===== src/rtl/eew_pkg.sv =====
package eew_pkg;

    typedef enum logic [3:0] {
        ST_IDLE,
        ST_SETUP,
        ST_STROBE,
        ST_HOLD,
        ST_WAIT_BUSY,
        ST_POLL,
        ST_POLL_GAP,
        ST_DONE,
        ST_TIMEOUT
    } eew_state_e;

    typedef enum logic {
        DET_BIT7 = 1'b0,
        DET_PIN  = 1'b1
    } eew_det_e;

    // Round a nanosecond interval up to whole clock cycles, never below one.
    function automatic int unsigned ns_to_cyc(input int unsigned ns, input int unsigned clk_ns);
        int unsigned c;
        c = (ns + clk_ns - 1) / clk_ns;
        if (c == 0) c = 1;
        return c;
    endfunction

    function automatic int unsigned max2(input int unsigned a, input int unsigned b);
        return (a > b) ? a : b;
    endfunction

endpackage


===== src/rtl/eew_phase_timer.sv =====
// Down counter for one timed phase: load with length-1 on state entry,
// expire reads high on the last cycle of the phase.
module eew_phase_timer #(
    parameter int unsigned CW = 6
) (
    input  logic          clk,
    input  logic          rst_n,
    input  logic          load,
    input  logic [CW-1:0] load_val,
    output logic          expire
);

    logic [CW-1:0] cnt_q;

    always_ff @(posedge clk or negedge rst_n) begin
        if (!rst_n) begin
            cnt_q <= '0;
        end else if (load) begin
            cnt_q <= load_val;
        end else if (cnt_q != '0) begin
            cnt_q <= cnt_q - 1'b1;
        end
    end

    assign expire = (cnt_q == '0);

endmodule


===== src/rtl/eew_wait_limit.sv =====
// Counts cycles spent waiting for completion; flags the last allowed one.
module eew_wait_limit #(
    parameter int unsigned LIMIT = 1000,
    localparam int unsigned LW   = $clog2(LIMIT + 1)
) (
    input  logic clk,
    input  logic rst_n,
    input  logic run,
    output logic expired
);

    localparam logic [LW-1:0] LAST = LW'(LIMIT - 1);

    logic [LW-1:0] cnt_q;

    always_ff @(posedge clk or negedge rst_n) begin
        if (!rst_n) begin
            cnt_q <= '0;
        end else if (!run) begin
            cnt_q <= '0;
        end else if (cnt_q != LAST) begin
            cnt_q <= cnt_q + 1'b1;
        end
    end

    assign expired = run && (cnt_q == LAST);

endmodule


===== src/rtl/eew_done_detect.sv =====
// Completion decision for either detection method.
module eew_done_detect
    import eew_pkg::*;
#(
    parameter int unsigned SYNC_STAGES = 2
) (
    input  logic     clk,
    input  logic     rst_n,
    input  eew_det_e mode,
    input  logic     rdy_raw,
    input  logic     rd_bit7,
    input  logic     want_bit7,
    input  logic     sample_now,
    input  logic     watch_pin,
    output logic     complete
);

    logic [SYNC_STAGES-1:0] sync_q;
    logic                   rdy_s;

    generate
        if (SYNC_STAGES == 1) begin : g_sync1
            always_ff @(posedge clk or negedge rst_n) begin
                if (!rst_n) sync_q <= '0;
                else        sync_q <= rdy_raw;
            end
        end else begin : g_syncn
            always_ff @(posedge clk or negedge rst_n) begin
                if (!rst_n) sync_q <= '0;
                else        sync_q <= {sync_q[SYNC_STAGES-2:0], rdy_raw};
            end
        end
    endgenerate

    assign rdy_s = sync_q[SYNC_STAGES-1];

    always_comb begin
        unique case (mode)
            DET_PIN:  complete = watch_pin && rdy_s;
            DET_BIT7: complete = sample_now && (rd_bit7 == want_bit7);
            default:  complete = 1'b0;
        endcase
    end

endmodule


===== src/rtl/eew_ctrl.sv =====
module eew_ctrl
    import eew_pkg::*;
#(
    parameter int unsigned AW          = 11,
    parameter int unsigned DW          = 8,
    parameter int unsigned CLK_NS      = 5,
    parameter int unsigned T_AS_NS     = 10,
    parameter int unsigned T_AH_NS     = 100,
    parameter int unsigned T_WP_NS     = 150,
    parameter int unsigned T_DS_NS     = 50,
    parameter int unsigned T_DH_NS     = 10,
    parameter int unsigned T_OES_NS    = 15,
    parameter int unsigned T_OEH_NS    = 15,
    parameter int unsigned T_DB_NS     = 80,
    parameter int unsigned T_ACC_NS    = 200,
    parameter int unsigned T_DF_NS     = 55,
    parameter int unsigned TIMEOUT_NS  = 10_500_000,
    parameter int unsigned SYNC_STAGES = 2
) (
    input  logic          clk,
    input  logic          rst_n,
    input  logic          req,
    output logic          ack,
    input  logic [AW-1:0] wr_addr,
    input  logic [DW-1:0] wr_data,
    input  logic          det_mode,
    output logic          done,
    output logic          timeout_err,
    output logic          mem_ce_n,
    output logic          mem_oe_n,
    output logic          mem_we_n,
    output logic [AW-1:0] mem_addr,
    output logic [DW-1:0] mem_dq_out,
    output logic          mem_dq_oe,
    input  logic [DW-1:0] mem_dq_in,
    input  logic          mem_rdy
);

    // Phase lengths in cycles
    localparam int unsigned C_SETUP  = max2(max2(ns_to_cyc(T_AS_NS, CLK_NS),
                                                 ns_to_cyc(T_OES_NS, CLK_NS)),
                                            ns_to_cyc(T_DF_NS, CLK_NS));
    localparam int unsigned C_STROBE = max2(max2(ns_to_cyc(T_WP_NS, CLK_NS),
                                                 ns_to_cyc(T_DS_NS, CLK_NS)),
                                            ns_to_cyc(T_AH_NS, CLK_NS));
    localparam int unsigned C_HOLD   = max2(ns_to_cyc(T_DH_NS, CLK_NS),
                                            ns_to_cyc(T_OEH_NS, CLK_NS));
    localparam int unsigned C_WAITB  = ns_to_cyc(T_DB_NS, CLK_NS);
    localparam int unsigned C_ACC    = ns_to_cyc(T_ACC_NS, CLK_NS);
    localparam int unsigned C_GAP    = max2(ns_to_cyc(T_OEH_NS, CLK_NS),
                                            ns_to_cyc(T_DF_NS, CLK_NS));
    localparam int unsigned C_LIMIT  = ns_to_cyc(TIMEOUT_NS, CLK_NS);
    localparam int unsigned PH_MAX   = max2(max2(max2(C_SETUP, C_STROBE), max2(C_HOLD, C_WAITB)),
                                            max2(C_ACC, C_GAP));
    localparam int unsigned PH_W     = $clog2(PH_MAX + 1);

    eew_state_e     state_q, state_d;
    logic [AW-1:0]  addr_q;
    logic [DW-1:0]  data_q;
    eew_det_e       mode_q;

    logic           ph_load;
    logic [PH_W-1:0] ph_val;
    logic           ph_exp;
    logic           wait_run;
    logic           to_exp;
    logic           complete;
    logic           in_poll;
    logic           poll_sample;
    logic           dq_low_unused;

    assign dq_low_unused = ^mem_dq_in[DW-2:0];

    // Request capture
    always_ff @(posedge clk or negedge rst_n) begin
        if (!rst_n) begin
            addr_q <= '0;
            data_q <= '0;
            mode_q <= DET_BIT7;
        end else if (state_q == ST_IDLE && req) begin
            addr_q <= wr_addr;
            data_q <= wr_data;
            mode_q <= eew_det_e'(det_mode);
        end
    end

    // State register
    always_ff @(posedge clk or negedge rst_n) begin
        if (!rst_n) state_q <= ST_IDLE;
        else        state_q <= state_d;
    end

    // Next state
    always_comb begin
        state_d = state_q;
        unique case (state_q)
            ST_IDLE:      if (req)    state_d = ST_SETUP;
            ST_SETUP:     if (ph_exp) state_d = ST_STROBE;
            ST_STROBE:    if (ph_exp) state_d = ST_HOLD;
            ST_HOLD:      if (ph_exp) state_d = ST_WAIT_BUSY;
            ST_WAIT_BUSY: begin
                if (to_exp)      state_d = ST_TIMEOUT;
                else if (ph_exp) state_d = ST_POLL;
            end
            ST_POLL: begin
                if (complete)    state_d = ST_DONE;
                else if (to_exp) state_d = ST_TIMEOUT;
                else if (mode_q == DET_BIT7 && ph_exp) state_d = ST_POLL_GAP;
            end
            ST_POLL_GAP: begin
                if (to_exp)      state_d = ST_TIMEOUT;
                else if (ph_exp) state_d = ST_POLL;
            end
            ST_DONE:      state_d = ST_IDLE;
            ST_TIMEOUT:   state_d = ST_IDLE;
            default:      state_d = ST_IDLE;
        endcase
    end

    // Phase length for the state being entered
    always_comb begin
        unique case (state_d)
            ST_SETUP:     ph_val = PH_W'(C_SETUP - 1);
            ST_STROBE:    ph_val = PH_W'(C_STROBE - 1);
            ST_HOLD:      ph_val = PH_W'(C_HOLD - 1);
            ST_WAIT_BUSY: ph_val = PH_W'(C_WAITB - 1);
            ST_POLL:      ph_val = PH_W'(C_ACC - 1);
            ST_POLL_GAP:  ph_val = PH_W'(C_GAP - 1);
            default:      ph_val = '0;
        endcase
    end

    assign ph_load     = (state_d != state_q);
    assign wait_run    = (state_q == ST_WAIT_BUSY) || (state_q == ST_POLL) ||
                         (state_q == ST_POLL_GAP);
    assign in_poll     = (state_q == ST_POLL);
    assign poll_sample = in_poll && ph_exp;

    eew_phase_timer #(
        .CW       (PH_W)
    ) u_phase (
        .clk      (clk),
        .rst_n    (rst_n),
        .load     (ph_load),
        .load_val (ph_val),
        .expire   (ph_exp)
    );

    eew_wait_limit #(
        .LIMIT    (C_LIMIT)
    ) u_limit (
        .clk      (clk),
        .rst_n    (rst_n),
        .run      (wait_run),
        .expired  (to_exp)
    );

    eew_done_detect #(
        .SYNC_STAGES (SYNC_STAGES)
    ) u_detect (
        .clk         (clk),
        .rst_n       (rst_n),
        .mode        (mode_q),
        .rdy_raw     (mem_rdy),
        .rd_bit7     (mem_dq_in[DW-1]),
        .want_bit7   (data_q[DW-1]),
        .sample_now  (poll_sample),
        .watch_pin   (in_poll),
        .complete    (complete)
    );

    // Outputs decoded from the state register
    always_comb begin
        mem_ce_n    = 1'b1;
        mem_oe_n    = 1'b1;
        mem_we_n    = 1'b1;
        mem_dq_oe   = 1'b0;
        ack         = 1'b0;
        done        = 1'b0;
        timeout_err = 1'b0;
        unique case (state_q)
            ST_IDLE:      ack = req;
            ST_SETUP:     mem_ce_n = 1'b0;
            ST_STROBE: begin
                mem_ce_n  = 1'b0;
                mem_we_n  = 1'b0;
                mem_dq_oe = 1'b1;
            end
            ST_HOLD: begin
                mem_ce_n  = 1'b0;
                mem_dq_oe = 1'b1;
            end
            ST_WAIT_BUSY: mem_ce_n = 1'b0;
            ST_POLL: begin
                mem_ce_n = 1'b0;
                mem_oe_n = (mode_q == DET_PIN);
            end
            ST_POLL_GAP:  mem_ce_n = 1'b0;
            ST_DONE:      done = 1'b1;
            ST_TIMEOUT:   timeout_err = 1'b1;
            default: ;
        endcase
    end

    assign mem_addr   = addr_q;
    assign mem_dq_out = data_q;

endmodule


===== config.mk =====
export PLATFORM = sky130hd
export DESIGN_NAME = eew_ctrl
export DESIGN_NICKNAME = d
export VERILOG_FILES = /design/src/rtl/eew_pkg.sv /design/src/rtl/eew_phase_timer.sv /design/src/rtl/eew_wait_limit.sv /design/src/rtl/eew_done_detect.sv /design/src/rtl/eew_ctrl.sv
export SDC_FILE = /design/constraint.sdc
export NUM_CORES = 1
export LEC_CHECK = 0
export ABC_AREA = 1
export BUFFER_PORTS_ARGS = -buffer_cell sky130_fd_sc_hd__clkbuf_2
export CAP_MARGIN = 20
export CORE_ASPECT_RATIO = 0.8
export CORE_UTILIZATION = 55
export DETAILED_ROUTE_END_ITERATION = 12
export GPL_TIMING_DRIVEN = 1
export PLACE_DENSITY_LB_ADDON = 0.05
export SKIP_CTS_REPAIR_TIMING = 1
export SLEW_MARGIN = 20
export SYNTH_ARGS = -nofsm -noshare
export SYNTH_HDL_FRONTEND = slang
export SYNTH_HIERARCHICAL = 1
export SYNTH_SLANG_ARGS = --single-unit

===== constraint.sdc =====
create_clock -name clk -period 7.8 [get_ports clk]
set_input_delay 0.39 -clock clk [delete_from_list [all_inputs] [get_ports clk]]
set_output_delay 0.39 -clock clk [all_outputs]
set_load 0.01 [all_outputs]

==> metrics.md <==
| Metric | Value |
|---|---|
| Critical Path RT | `7.98 ns` |
| Via count | `2849` |
| P per Cell Area | `304 nW/um2` |
| Area grow syn2layout | `12.5%` |
| Core area | `5560 um2` |
| Clock sinks | `54` |
| Largest net degree at the start of global routing | `55` |
| Min-Delay Path Class | `in2async` |
| Initial Util | `0.581` |
| CTS tree | `yes` |
| Fin crit share | `0.395` |
| Mapped Nets | `475` |
| Combinational fraction of design power | `0.481` |
| Yosys cell types | `35` |
| I/O pin count | `58` |
| Register share of total power | `0.378` |
| Seq/Total Area, Yosys | `0.419` |
| Outcome | `finished, final reports clean` |
| Hold Violations, Final | `0` |
| Worst clock skew | `0.00812 ns` |
| Max-cap violations | `0` |
| Worst Tran Pin Value | `0.676 ns` |
| Synth Area per Inst | `7.33 um2` |
| Max Transition Viols Final | `0` |
| Met2 wire len | `2830 um` |
| Unrepaired setup endpoints after global routing | `false` |
| Final min period | `3.08 ns` |
| Final Cell Area | `3630 um2` |
| Startpoint class of the critical path | `flip-flop` |
| DP Area | `3540 um2` |
| Cells after synthesis | `440` |
| Number of core rows | `24` |
| Clock latency on the worst-skew pair | `0.30 ns` |
| Fin Hold WS | `0.185 ns` |
| Initial antenna violation count | `0` |
| Final std cells w/o fill | `569` |
| IO buf count | `50` |
| Max Root-Sink Buffers | `2` |
| Antenna cell count | `0` |
| Fmax | `324 MHz` |
| H-tree depth | `2` |
| Net Sw Power | `0.000490 W` |
| Vias per cell | `5.01` |
| Starting DRT DRC Count | `212` |
| Worst-path maximum fanout | `9` |
| Clock power share | `0.141` |
| WL met1 | `3420 um` |
| Post-layout net count | `525` |
| Switch share | `0.444` |
| Pint | `0.000613 W` |
| Gpl congestion | `0.882` |
| Post-route ant nets | `0` |
| Clock slew at reported path FFs | `0.10 ns` |
| FF+latch count, synth | `54` |
| # DRC | `0` |
| Kind of critical path | `reg2reg` |
| Synth Cell Area | `3230 um2` |
| Synth warnings | `6` |
| Die Ht | `70.5 um` |
| Die ar. | `6180 um2` |
| WL/cell | `11.6 um` |
| Filler instances | `509` |
| GRT overflow | `0` |
| CTS Root Cell | `clkbuf_8` |
| Vias in the first global route | `2630` |
| Max-Slew Margin vs Limit | `0.549` |
| Gr usage total | `0.239` |
| Pre-antenna DRT Iters | `4` |
| Dpl cells | `561` |
| Final TNS setup | `0 ns` |
| Pleak | `1.94 nW` |
| Highest metal used | `met4` |
| Crit path DAT | `3.27 ns` |
| Routed WL | `6620 um` |
| Final setup vio count | `0` |
| WL met3 | `340 um` |
| VDD IR-drop max | `0.000173 V` |
| CTS buffer count | `5` |
| DP HPWL | `4950 um` |
| Global-route wire length before repair | `11700 um` |
| Setup crit end kind | `flip-flop` |
| Ratio of cells with drive above 1 in the final layout | `0.224` |
| Die W | `87.6 um` |
==> per-layer routing <==
metal | vias to the layer above | track usage
met5 | - | 0
met4 | 0 | 0.0437
met3 | 2 | 0.0437
met2 | 67 | 0.361
met1 | 1305 | 0.360
li1 | 1475 | -
==> cell usage after synthesis (all sizes together) <==
cell type / instances / area, um2
nand3: 32 / 193
o21a: 1 / 7.51
a21oi: 11 / 58.8
clkbuf: 2 / 7.51
nand3b: 3 / 22.5
inv: 46 / 173
o21ai: 14 / 73.8
xnor2: 1 / 8.76
nor2: 61 / 329
or2: 2 / 12.5
o41ai: 1 / 8.76
nand2: 177 / 727
nor3: 6 / 30.0
buf: 8 / 47.5
nand4: 8 / 56.3
o32ai: 1 / 8.76
and3: 1 / 6.26
xor2: 6 / 52.6
dfrtp: 54 / 1350
nor3b: 1 / 7.51
nor4: 1 / 6.26
ha: 3 / 37.5
==> placed cells by master (no fill, tap or decap), drive strengths merged <==
cell type | netlist | layout
a21oi | 11 | 11
and3 | 1 | 1
buf | 8 | 3
clkbuf | 2 | 56
clkinv | 0 | 2
dfrtp | 54 | 54
ha | 3 | 3
inv | 46 | 46
nand2 | 177 | 177
nand3 | 32 | 32
nand3b | 3 | 3
nand4 | 8 | 8
nor2 | 61 | 61
nor3 | 6 | 6
nor3b | 1 | 1
nor4 | 1 | 1
o21a | 1 | 1
o21ai | 14 | 14
o32ai | 1 | 1
o41ai | 1 | 1
or2 | 2 | 2
xnor2 | 1 | 1
xor2 | 6 | 6
==> stage by stage <==
stage	util	worst slack (ns)	power, W
after CTS	0.653	4.74	0.00111
after detailed placement	0.637	4.78	0.000956
final	0.653	4.72	0.00110
after floorplan	-	5.17	0.000826
after global placement	0.637	4.85	0.000942
after global routing	0.653	4.37	0.00121
==> power by group through the flow <==
stage,clock network [W],logic (W),registers (W)
after CTS,0.000160,0.000537,0.000416
after floorplan,0,0.000402,0.000424
after global routing,0.000169,0.000608,0.000428
after detailed placement,0,0.000537,0.000419
final,0.000155,0.000531,0.000417
after global placement,0,0.000522,0.000420
==> registers in the layout, summed over array words and instances, names as in the netlist <==
name and flops:
u_limit/cnt_q 22, state_q 4, mode_q 1, mem_dq_out 8, mem_addr 11, u_phase/cnt_q 6, u_detect/sync_q 2
==> worst max-delay path: stages (launching register included) <==
cell and delay [ns]:
dfrtp_1 0.43, ha_1 0.37, nand2_4 0.12, nor2_8 0.18
nand2_2 0.07, nor2_2 0.16, nand2_2 0.08, nor2_1 0.28
inv_1 0.14, nand2_1 0.09, nand2_1 0.08, nand2_1 0.06
nand3_1 0.09, nand2_1 0.08, nand2_1 0.05, nor2_1 0.08
nand2_1 0.17, inv_1 0.15, nand4_2 0.15, nand2_1 0.09
o21ai_1 0.06
==> cells by family after synthesis <==
group,Yosys count,synth area share
buffers and inverters,56,0.0706
AND/OR/NAND/NOR,292,0.431
AO/OA/AOI/OAI,28,0.0489
XOR/XNOR,7,0.0190
flip-flops,54,0.419
adder cells (fa/ha/maj),3,0.0116
==> area by class of cell <==
class | count | area (um2) | share of cell area
clock buffers | 6 | 72.6 | 0.0200
multi-input cells | 330 | 1650 | 0.454
flip-flops and latches | 54 | 1350 | 0.373
inverters | 46 | 173 | 0.0476
well taps | 78 | 97.6 | 0.0269
repair buffers | 53 | 273 | 0.0752
clock inverters | 2 | 13.8 | 0.00379
==> final timing paths <==
kind,startpoint,to,slack (ns),depth (start not counted)
max,u_limit/cnt_q[0]$_DFFE_PN0P_,u_phase/cnt_q[0]$_DFFE_PN0P_,4.72,20
max reg2reg,u_limit/cnt_q[0]$_DFFE_PN0P_,u_phase/cnt_q[0]$_DFFE_PN0P_,4.72,20
min in group clk,mem_rdy,u_detect/sync_q[0]$_DFF_PN0_,0.19,1
max in group asynchronous,rst_n,mem_addr[3]$_DFFE_PN0P_,7.15,2
min,rst_n,u_limit/cnt_q[19]$_DFFE_PN0P_,0.19,2
min reg2reg,u_detect/sync_q[0]$_DFF_PN0_,u_detect/sync_q[1]$_DFF_PN0_,0.36,0
No activity file was read; power rests on OpenSTA's default activity.
